## src/rtl/spec_undo_pkg.sv

```systemverilog
package spec_undo_pkg;
    typedef enum logic [1:0] {
        S_IDLE,
        S_SPEC,
        S_UNDO,
        S_DRAIN
    } sul_state_e;
endpackage

```

## src/rtl/spec_log_ram.sv

```systemverilog
module spec_log_ram #(
    parameter int AW = 3,
    parameter int W  = 16
) (
    input  logic          clk,
    input  logic          rst_n,
    input  logic          wr_en,
    input  logic [W-1:0]  wr_data,
    input  logic          pop_en,
    input  logic          head_ld,
    input  logic [AW:0]   head_val,
    output logic [AW:0]   tail_o,
    output logic          full_o,
    output logic          empty_o,
    output logic [W-1:0]  top_data
);
    localparam int DEPTH = 1 << AW;

    logic [W-1:0] mem_q [DEPTH];
    logic [AW:0]  head_q, tail_q, used, tail_m1;

    assign used    = tail_q - head_q;
    assign full_o  = used[AW];
    assign empty_o = (used == '0);
    assign tail_m1 = tail_q - (AW+1)'(1);
    assign tail_o  = tail_q;
    assign top_data = mem_q[tail_m1[AW-1:0]];

    always_ff @(posedge clk) begin
        if (wr_en) mem_q[tail_q[AW-1:0]] <= wr_data;
    end

    always_ff @(posedge clk) begin
        if (!rst_n) begin
            head_q <= '0;
            tail_q <= '0;
        end else begin
            if (wr_en)       tail_q <= tail_q + (AW+1)'(1);
            else if (pop_en) tail_q <= tail_m1;
            if (head_ld)     head_q <= head_val;
        end
    end

    AST_NO_OVERFLOW: assert property (@(posedge clk) disable iff (!rst_n)
        wr_en |-> !full_o);
    AST_POP_NONEMPTY: assert property (@(posedge clk) disable iff (!rst_n)
        pop_en |-> !empty_o);
endmodule

```

## src/rtl/spec_store_list.sv

```systemverilog
module spec_store_list #(
    parameter int SW = 2,
    parameter int PW = 4
) (
    input  logic          clk,
    input  logic          rst_n,
    input  logic          push,
    input  logic [PW-1:0] push_pos,
    input  logic          pop,
    input  logic          trim,
    output logic [PW-1:0] oldest_pos,
    output logic [PW-1:0] next_pos,
    output logic [SW:0]   cnt_o,
    output logic          full_o
);
    localparam int SD = 1 << SW;

    logic [PW-1:0] pos_q [SD];
    logic [SW-1:0] rd_q, wr_q, rd_p1;
    logic [SW:0]   cnt_q;

    assign rd_p1      = rd_q + SW'(1);
    assign oldest_pos = pos_q[rd_q];
    assign next_pos   = pos_q[rd_p1];
    assign cnt_o      = cnt_q;
    assign full_o     = (cnt_q == (SW+1)'(SD));

    always_ff @(posedge clk) begin
        if (push) pos_q[wr_q] <= push_pos;
    end

    always_ff @(posedge clk) begin
        if (!rst_n) begin
            rd_q  <= '0;
            wr_q  <= '0;
            cnt_q <= '0;
        end else if (trim) begin
            wr_q  <= rd_p1;
            rd_q  <= pop ? rd_p1 : rd_q;
            cnt_q <= pop ? '0 : (SW+1)'(1);
        end else begin
            if (push) wr_q <= wr_q + SW'(1);
            if (pop)  rd_q <= rd_p1;
            cnt_q <= cnt_q + (SW+1)'(push) - (SW+1)'(pop);
        end
    end

    AST_LIST_NO_OVERFLOW: assert property (@(posedge clk) disable iff (!rst_n)
        push |-> !full_o);
    AST_LIST_POP_VALID: assert property (@(posedge clk) disable iff (!rst_n)
        pop |-> (cnt_q != '0));
    AST_TRIM_ALONE: assert property (@(posedge clk) disable iff (!rst_n)
        trim |-> !push);
endmodule

```

## src/rtl/spec_mark_table.sv

```systemverilog
module spec_mark_table #(
    parameter int BW = 4
) (
    input  logic          clk,
    input  logic          rst_n,
    input  logic          set_a,
    input  logic [BW-1:0] blk_a,
    input  logic          set_b,
    input  logic [BW-1:0] blk_b,
    input  logic          clr,
    input  logic [BW-1:0] q_blk,
    output logic          hit,
    output logic          any
);
    localparam int NB = 1 << BW;

    logic [NB-1:0] mark_q, set_vec;

    for (genvar g = 0; g < NB; g++) begin : g_set
        assign set_vec[g] = (set_a && (blk_a == BW'(g))) ||
                            (set_b && (blk_b == BW'(g)));
    end

    always_ff @(posedge clk) begin
        if (!rst_n)   mark_q <= '0;
        else if (clr) mark_q <= '0;
        else          mark_q <= mark_q | set_vec;
    end

    assign hit = mark_q[q_blk];
    assign any = |mark_q;

    AST_CLEAR_TAKES: assert property (@(posedge clk) disable iff (!rst_n)
        clr |=> !any);
endmodule

```

## src/rtl/spec_undo_log.sv

```systemverilog
module spec_undo_log
    import spec_undo_pkg::*;
#(
    parameter int LOG_AW = 3,
    parameter int ST_AW  = 2,
    parameter int IDX_W  = 4,
    parameter int DATA_W = 16
) (
    input  logic              clk,
    input  logic              rst_n,
    input  logic              log_valid,
    input  logic              log_is_cache,
    input  logic [IDX_W-1:0]  log_index,
    input  logic [DATA_W-1:0] log_old,
    input  logic              acc_valid,
    input  logic [IDX_W-1:0]  acc_block,
    input  logic              st_issue,
    input  logic              st_ack,
    input  logic              probe_valid,
    input  logic [IDX_W-1:0]  probe_block,
    output logic              probe_stall,
    output logic              core_stall,
    output logic              undo_valid,
    output logic              undo_is_cache,
    output logic [IDX_W-1:0]  undo_index,
    output logic [DATA_W-1:0] undo_data,
    output logic [ST_AW-1:0]  undo_tag
);
    localparam int PW = LOG_AW + 1;
    localparam int EW = 1 + IDX_W + DATA_W + ST_AW;
    localparam int CW = ST_AW + 2;

    sul_state_e state_q, state_d;

    logic [PW-1:0]    tail_w, tail_next, oldest_pos, next_pos, stop_q, head_val;
    logic [EW-1:0]    wr_entry, top_entry;
    logic [ST_AW:0]   st_cnt;
    logic [ST_AW-1:0] seq_q, tag_now;
    logic [CW-1:0]    st_left;
    logic log_full, log_empty, st_full, mark_hit, mark_any;
    logic hit, spec_now, st_acc, log_acc, acc_acc, ack_ok, head_ld, clr, at_stop;

    // -------- acceptance decode --------
    assign hit      = probe_valid && (state_q == S_SPEC) && mark_hit;
    assign st_acc   = st_issue && ((state_q == S_IDLE) || (state_q == S_SPEC))
                      && !st_full && !hit;
    assign spec_now = (state_q == S_SPEC) || ((state_q == S_IDLE) && st_acc);
    assign log_acc  = log_valid && spec_now && !log_full && !hit;
    assign acc_acc  = acc_valid && spec_now && !hit;
    assign ack_ok   = st_ack && (st_cnt != '0);
    assign st_left  = CW'(st_cnt) - CW'(ack_ok) + CW'(st_acc);
    assign tail_next = tail_w + PW'(log_acc);
    assign at_stop  = (tail_w == stop_q);
    assign tag_now  = st_acc ? seq_q : seq_q - ST_AW'(1);
    assign wr_entry = {log_is_cache, log_index, log_old, tag_now};

    // -------- retire and clear control --------
    always_comb begin
        head_ld  = 1'b0;
        head_val = tail_next;
        if ((state_q == S_SPEC) && !hit && ack_ok) begin
            head_ld = 1'b1;
            if (st_left == '0)
                head_val = tail_next;
            else if (st_cnt >= (ST_AW+1)'(2))
                head_val = next_pos;
            else
                head_val = tail_w;
        end
    end

    assign clr = hit || ((state_q == S_SPEC) && ack_ok && (st_left == '0));

    // -------- state register --------
    always_ff @(posedge clk) begin
        if (!rst_n) state_q <= S_IDLE;
        else        state_q <= state_d;
    end

    always_comb begin
        state_d = state_q;
        unique case (state_q)
            S_IDLE:  if (st_acc) state_d = S_SPEC;
            S_SPEC: begin
                if (hit)                           state_d = S_UNDO;
                else if (ack_ok && st_left == '0)  state_d = S_IDLE;
            end
            S_UNDO:  if (at_stop) state_d = (st_left == '0) ? S_IDLE : S_DRAIN;
            S_DRAIN: if (st_left == '0) state_d = S_IDLE;
        endcase
    end

    always_ff @(posedge clk) begin
        if (!rst_n) begin
            stop_q <= '0;
            seq_q  <= '0;
        end else begin
            if (hit)    stop_q <= oldest_pos;
            if (st_acc) seq_q  <= seq_q + ST_AW'(1);
        end
    end

    // -------- outputs --------
    always_comb begin
        probe_stall = (state_q == S_UNDO) || hit;
        core_stall  = log_full || st_full || hit ||
                      (state_q == S_UNDO) || (state_q == S_DRAIN);
        undo_valid  = (state_q == S_UNDO) && !at_stop;
        {undo_is_cache, undo_index, undo_data, undo_tag} = top_entry;
    end

    // -------- submodules --------
    spec_log_ram #(.AW(LOG_AW), .W(EW)) u_log (
        .clk(clk), .rst_n(rst_n),
        .wr_en(log_acc), .wr_data(wr_entry),
        .pop_en(undo_valid),
        .head_ld(head_ld), .head_val(head_val),
        .tail_o(tail_w), .full_o(log_full), .empty_o(log_empty),
        .top_data(top_entry)
    );

    spec_store_list #(.SW(ST_AW), .PW(PW)) u_stores (
        .clk(clk), .rst_n(rst_n),
        .push(st_acc), .push_pos(tail_w),
        .pop(ack_ok), .trim(hit),
        .oldest_pos(oldest_pos), .next_pos(next_pos),
        .cnt_o(st_cnt), .full_o(st_full)
    );

    spec_mark_table #(.BW(IDX_W)) u_marks (
        .clk(clk), .rst_n(rst_n),
        .set_a(log_acc && log_is_cache), .blk_a(log_index),
        .set_b(acc_acc), .blk_b(acc_block),
        .clr(clr), .q_blk(probe_block),
        .hit(mark_hit), .any(mark_any)
    );

    // -------- assertions --------
    AST_UNDO_STALLS: assert property (@(posedge clk) disable iff (!rst_n)
        undo_valid |-> probe_stall);
    AST_ROLLBACK_ENTRY: assert property (@(posedge clk) disable iff (!rst_n)
        (state_q == S_SPEC && probe_stall) |=> (state_q == S_UNDO));
    AST_IDLE_CLEAN: assert property (@(posedge clk) disable iff (!rst_n)
        (state_q == S_IDLE) |-> (!mark_any && log_empty));
    AST_UNDO_STEP: assert property (@(posedge clk) disable iff (!rst_n)
        undo_valid |=> (tail_w == $past(tail_w) - PW'(1)));
    AST_DRAIN_EMPTY: assert property (@(posedge clk) disable iff (!rst_n)
        (state_q == S_DRAIN) |-> log_empty);
endmodule

```

## config.mk

```make
export PLATFORM = sky130hd
export DESIGN_NAME = spec_undo_log
export DESIGN_NICKNAME = d
export VERILOG_FILES = /design/src/rtl/spec_undo_pkg.sv /design/src/rtl/spec_log_ram.sv /design/src/rtl/spec_store_list.sv /design/src/rtl/spec_mark_table.sv /design/src/rtl/spec_undo_log.sv
export SDC_FILE = /design/constraint.sdc
export NUM_CORES = 1
export LEC_CHECK = 0
export BUFFER_PORTS_ARGS = -buffer_cell sky130_fd_sc_hd__clkbuf_2
export CORE_MARGIN = 10
export CORE_UTILIZATION = 45
export CTS_BUF_LIST = sky130_fd_sc_hd__clkbuf_8
export DETAILED_ROUTE_END_ITERATION = 8
export PLACE_DENSITY_LB_ADDON = 0.1
export SETUP_SLACK_MARGIN = 0.02
export SYNTH_ARGS = -nofsm -noshare
export SYNTH_HDL_FRONTEND = slang
export SYNTH_SLANG_ARGS = --single-unit
```

## constraint.sdc

```tcl
create_clock -name clk -period 6.2 [get_ports clk]
set_clock_uncertainty 0.2 [all_clocks]
set_input_delay 0.31 -clock clk [delete_from_list [all_inputs] [get_ports clk]]
set_output_delay 0.31 -clock clk [all_outputs]
set_load 0.1 [all_outputs]
```

Word level (Yosys, flattened, before mapping)
Memories as Yosys holds them, arrays and structs flattened. A register that Yosys moved wholly into a read port is not among the register bits.
Index checks and enable logic that the tools add are counted.
{"block": "totals", "regBits": 35, "ram_bits": 200, "out_inout_bits": 26, "word_cells": 178, "n_memories": 2}
{"name": "u_log.mem_q", "words": 8, "word_bits": 23, "read_ports": 1, "rd_clocked_by_memory_dff": 0, "write_ports": 1, "line_no": "spec_log_ram.sv:19", "text": "logic [W-1:0] mem_q [DEPTH];"}
{"name": "u_stores.pos_q", "words": 4, "word_bits": 4, "read_ports": 2, "rd_clocked_by_memory_dff": 1, "write_ports": 1, "line_no": "spec_store_list.sv:18", "text": "logic [PW-1:0] pos_q [SD];"}
{"block": "classes", "n_addsub": 12, "order_cmp": 2, "eq_ne": 39, "mux": 24, "n_bitwise": 2, "n_reduce_logical": 89}
{"op": "== test 4 bit, second input constant", "n": 16}
{"op": "logical AND 1 bit", "n": 51}
{"op": "== test 4 x 3 -> 1 bit, second input constant", "n": 8}
{"op": "logical OR 1 bit", "n": 24}
{"op": "two-way mux 4 bit", "n": 5}
{"op": "two-way mux 2 bit", "n": 9}
{"op": "== test 4 x 2 -> 1 bit, second input constant", "n": 4}
{"op": "OR 16 bit", "n": 1}
{"op": "logical NOT 4 bit", "n": 3}
{"op": "adder 4 x 1 -> 4 bit", "n": 2}
{"op": "== test 4 x 1 -> 1 bit, second input constant", "n": 2}
{"op": "case mux 2 bit (4 select lines)", "n": 1}
{"op": "two-way mux 1 bit", "n": 7}
{"op": "adder 2 x 1 -> 2 bit, second input constant", "n": 3}
{"op": "inequality test 2 bit, second input constant", "n": 3}
{"op": "logical NOT 1 bit", "n": 5}
{"op": "less-than comparator 4 x 5 -> 1 bit, second input constant", "n": 1}
{"op": "adder 4 x 1 -> 4 bit, second input constant", "n": 1}
{"op": "binary-select mux 1 bit (select 4 bit)", "n": 1}
{"op": "== test 2 bit, second input constant", "n": 2}
{"op": "== test 4 bit", "n": 1}
{"op": "AND reduction 4 bit", "n": 1}
{"op": "nonzero test 2 bit", "n": 2}
{"op": "subtractor 3 x 1 -> 4 bit", "n": 1}
{"op": "other kinds (14)", "n": 14}

Depth between registers and ports, before layout
{"block": "depth", "word_depth": 14, "depth_mapped": 16, "depth_no_buf": 13}

Modules after synthesis
From an unflattened synthesis, not the netlist that was laid out.
{"block": "unflattened", "hier_cells": 596, "hier_area_um2": 10460.0}
{"mod": "spec_log_ram", "n_inst": 1, "cells_each": 335, "area_each_um2": 7627.3, "seq_area_each_um2": 5685.5}
{"mod": "spec_store_list", "n_inst": 1, "cells_each": 73, "area_each_um2": 1162.4, "seq_area_each_um2": 660.6}
{"mod": "spec_undo_log", "n_inst": 1, "cells_each": 107, "area_each_um2": 838.3, "seq_area_each_um2": 160.2}
{"mod": "spec_mark_table", "n_inst": 1, "cells_each": 81, "area_each_um2": 832.0, "seq_area_each_um2": 320.3}

Worst setup path after synthesis
No wires, ideal clock.
{"block": "synth_path", "path_type": "register -> register", "startpoint": "register u_log.tail_q[0] (netlist: u_log.tail_o[0])", "endpoint": "memory u_log.mem_q[0][0] in the netlist's numbering, enable pin", "arrival_ns": 3.829, "required_ns": 5.539, "setup_slack_ns": 1.710, "path_stages_with_launch": 8, "n_path_buf": 1, "period_less_slack_ns": 4.490, "cell_sequence": "dfxtp_1 buf_6 nand2b_1 a211oi_1 or3_1 a21boi_2 nand2_4 nor4_1"}
{"block": "synth_via", "elab_chain_len": 6}
{"item": "from (decl)", "line_no": "spec_log_ram.sv:20", "text": "logic [AW:0] head_q, tail_q, used, tail_m1;"}
{"item": "from (signal assigned)", "line_no": "spec_log_ram.sv:38", "text": "if (wr_en) tail_q <= tail_q + (AW+1)'(1);"}
{"item": "from (signal assigned)", "line_no": "spec_log_ram.sv:39", "text": "else if (pop_en) tail_q <= tail_m1;"}
{"item": "subtractor 4 bit", "line_no": "spec_log_ram.sv:22", "text": "assign used = tail_q - head_q;"}
{"item": "logical NOT 1 bit", "line_no": "spec_undo_log.sv:48", "text": "assign log_acc = log_valid && spec_now && !log_full && !hit;"}
{"item": "logical AND 1 bit (2 in a row)", "line_no": "spec_undo_log.sv:48"}
{"item": "two-way mux 1 bit", "line_no": "spec_log_ram.sv:30", "text": "if (wr_en) mem_q[tail_q[AW-1:0]] <= wr_data;"}
{"item": "two-way mux 1 bit (implied by the code)", "line_no": "spec_log_ram.sv:30"}
{"item": "to (decl)", "line_no": "spec_log_ram.sv:19"}
Several ways; a longest one is shown, not always the timed one.

Worst setup path after layout
{"block": "layout_path", "startpoint": "register u_log.tail_q[1] (netlist: u_log.tail_o[1])", "endpoint": "output undo_tag[0]"}
{"block": "layout_via", "elab_chain_len": 2}
{"item": "subtractor 4 x 1 -> 4 bit", "line_no": "spec_log_ram.sv:25", "text": "assign tail_m1 = tail_q - (AW+1)'(1);"}
{"item": "memory read (8 x 23 bit)"}
{"item": "to (decl)", "line_no": "spec_undo_log.sv:27", "text": "output logic [ST_AW-1:0] undo_tag"}
Every way passes these cells.

==> out/qor.txt <==
================================================================================
WP data arrival                                                          3.69 ns
Post-placement cell area                                              0.0110 mm²
Origin of the critical flop-to-flop path                            u_log.tail_o[1]
Synthesized area                                                      0.0104 mm²
Status                                                                 completed
Number of vias after detailed routing                                       5942
Area of the die                                                       0.0295 mm²
Number of instances in the synthesized netlist                               637
Destination of the worst hold path                                  u_marks.mark_q[6]
Min-Delay Path Class                                                   in -> reg
Worst-margin pin slew                                                   0.991 ns
Critical Path, Cell by Cell                                         inv_1 -> ha_2 -> xor2_2 -> buf_4 -> mux2_2 -> clkbuf_2
Worst path required time                                                 5.69 ns
Number of design rule violations left after detail routing                     0
Final worst-path cycle share                                               0.677
Startpoint type of the worst setup path                                flip-flop
Share of the synthesized area in the top cell type                         0.579
Std-Cell Rows                                                                 55
Critical Path Fanout Max                                                      15
Count of input and output buffers                                             61
Sequential share of the synthesized area                                   0.655
Critical setup path kind                                              reg -> out
Layout fillers                                                              1875
Count leader, synth                                                     edfxtp_1
Max Freq                                                                 238 MHz
Post-synth top cells                                                edfxtp_1 (200), mux4_2 (56), dfxtp_1 (39)
Total grt overflow                                                             0
Register-to-register path setup slack                                    2.23 ns
H-Tree Depth                                                                   2
Number of nets in the layout                                                 801
Kind of cell adding the most delay to the critical path             buffers and inverters
Hold path start                                                     acc_block[1]
Minimum period implied by the final worst setup slack                    4.20 ns
Via count of the first global-routing pass                                  6439
CTS Buffer Depth                                                               3
Number of enable flip-flop cells after synthesis                             200
Starting density of the core                                               0.458
Pin count of the biggest net entering global routing                          47
Fraction of final layout cells sized beyond drive strength 1               0.294
Synth unique cells                                                            58
Post-CTS setup-driven buffer insertion count                                   0
Longest individual stage delay on the worst path                         0.77 ns
Worst path slowest cell                                                   xor2_2
Max transition margin                                                      0.339
Area leader, netlist                                                    edfxtp_1
Ranking of synthesized cells by area                                edfxtp_1 (58%), mux4_2 (12%), dfxtp_1 (7.5%), mux2_2 (2.7%), ha_1 (2.1%)
Mapped Avg Cell Area                                                    16.3 µm²
Final instance area                                                   0.0120 mm²
Endpoint of the lowest-slack register-to-register path              u_log.head_q[3]
Count of max-cap constraint violations                                         0
Std-Cell Core Area                                                    0.0226 mm²
Ys Warns                                                                       0
Worst path buffer plus inverter count                                          3
Worst reg2reg path depth                                                      11
Initial antenna violation count                                                0
Flops & latches, synth                                                       239
Die X                                                                     172 µm
Total routed wirelength                                                 22400 µm
Number of inserted diodes                                                      0
Height of the die                                                         172 µm
Cells on Worst Hold Path                                                       3
Clock tree from TritonCTS                                                   done
Boundary pin count                                                            62
Clk slew on worst S/H paths                                              0.06 ns
Number of vias per cell                                                     5.58
Unrepaired setup endpoints after global routing                            false
Hold_ws                                                                0.0428 ns
Clock latency at the later pin of the worst-skew pair                    0.54 ns
Initial DRT Pass Iterations                                                    4
Total power divided by cell area                                      492 mW/mm²
Async S/R FF share, synth                                                      0
Primary FF master, synth                                                edfxtp_1
Clk sink count                                                               239
Overall routing resource usage                                             0.155
Antenna-violating nets left                                                    0
Routability Congestion                                                     0.871
Buffer cell driving the clock tree root                                 clkbuf_8
Post-DR wirelength/cell                                                  21.0 µm
Detail Placement HPWL                                                   13900 µm
Net count after synthesis                                                    691
Area grow syn2layout                                                       15.8%
Post-Route Setup TNS                                                        0 ns
Final count of hold timing violations                                          0
DRC violation total after the first TritonRoute iteration                    462
Crit path capture type                                                output pin
Clock buffer count from CTS                                                   42
Lkg Pwr                                                                  4.21 nW
Number of pins exceeding their max-slew limit in the final report              0
Setup Viol. Count Final                                                        0
Peak supply drop                                                        0.449 mV
First-pass GRT wire length                                              35700 µm
================================================================================
layer usage:
layer | share of wire | global-route usage | wire [µm] | vias up
met1 | 0.44 | 0.195 | 9750 | 3019
met3 | 0.049 | 0.0362 | 1100 | 31
met5 | 0 | 0 | 0 | -
li1 | - | - | - | 2765
met4 | 0.014 | 0.0424 | 302 | 0
met2 | 0.50 | 0.262 | 11200 | 127
repair_timing:
item                                    in CTS  in global routing
endpoints found under the setup margin       0                  0
endpoints found under the hold margin      159                  0
hold buffers                                21                  0
resized for setup                            0                  0
cells by family after synthesis:
kind of cell | after synthesis | synth area share
multiplexers | 88 | 0.156
flip-flops | 239 | 0.655
XOR/XNOR | 14 | 0.0118
AND/OR/NAND/NOR | 140 | 0.0723
buffers and inverters | 58 | 0.0261
adder cells (fa/ha/maj) | 18 | 0.0224
AO/OA/AOI/OAI | 80 | 0.0573
worst reg2reg max path, stage by stage, from the launching register on:
cell and delay (ns):
dfxtp_1 0.70, ha_1 0.34, a211oi_1 0.35, o21ai_1 0.23, a21boi_2 0.65, nand2_4 0.21
inv_2 0.17, ha_1 0.19, and3_1 0.19, mux2i_1 0.07, a2111oi_0 0.44, o21a_1 0.18
flip-flops by register name, indices dropped and copies added (netlist names):
signal and flops:
u_stores.rd_q 2, u_log.mem_q 184, state_q 2, u_stores.wr_q 2, u_log.head_q 4, seq_q 2, u_stores.cnt_o 3, u_marks.mark_q 16
stop_q 4, u_log.tail_o 4, u_stores.pos_q 16
through the flow:
step	total power [mW]	util	setup WS, ns	instances
floorplan	4.15	-	1.71	637
global placement	4.62	0.487	2.18	967
detailed placement	4.65	0.487	2.02	967
CTS	6.00	0.530	1.89	1064
global route	6.20	0.530	1.76	1064
finish	5.91	0.530	2.00	1064
power by group:
| group | switching (mW) | internal [mW] | total, mW | leakage (nW) |
|---|---|---|---|---|
| clock | 0.612 | 0.702 | 1.31 | 0.461 |
| sequential | 0.0876 | 1.91 | 2.00 | 2.13 |
| combinational | 1.87 | 0.729 | 2.60 | 1.62 |
| total | 2.57 | 3.34 | 5.91 | 4.21 |
cell usage in the layout, fill, tap and decap left out, drive strengths merged, types with 3 or more instances in the layout:
cell and instances:
a211oi 3, a21oi 30, a22oi 3, a41oi 17
and2 10, and3 16, buf 19, clkbuf 105
clkinv 10, dfxtp 39, dlygate4sd3 21, edfxtp 200
ha 17, inv 43, mux2 25, mux2i 7
mux4 56, nand2 31, nand2b 7, nand3 13
nand4 9, nor2 25, nor2b 6, nor3 4
nor3b 4, nor4 4, o211ai 6, o21ai 4
xnor2 9, xor2 5
worst max path at each step:
| stage | from | to | slack [ns] | cells after the start |
|---|---|---|---|---|
| detailed placement | probe_block[0] | u_log.head_q[3] | 2.02 | 14 |
| CTS | u_log.tail_o[1] | undo_tag[0] | 1.89 | 6 |
| floorplan | u_log.tail_o[0] | u_log.mem_q[0][0] | 1.71 | 7 |
| finish | u_log.tail_o[1] | undo_tag[0] | 2.00 | 6 |
| global placement | probe_block[0] | u_log.head_q[2] | 2.18 | 14 |
| global route | u_log.tail_o[1] | undo_tag[0] | 1.76 | 6 |
layout make-up:
cell class,count,area [µm²],area share
Clock buffer,44,606,0.0504
Clock inverter,32,165,0.0138
Inverter,23,86.3,0.00719
Multi-Input combinational cell,340,3350,0.279
Sequential cell,239,6790,0.565
Tap cell,285,357,0.0297
Timing Repair Buffer,101,658,0.0548
Power figures use the tool's default switching activity.
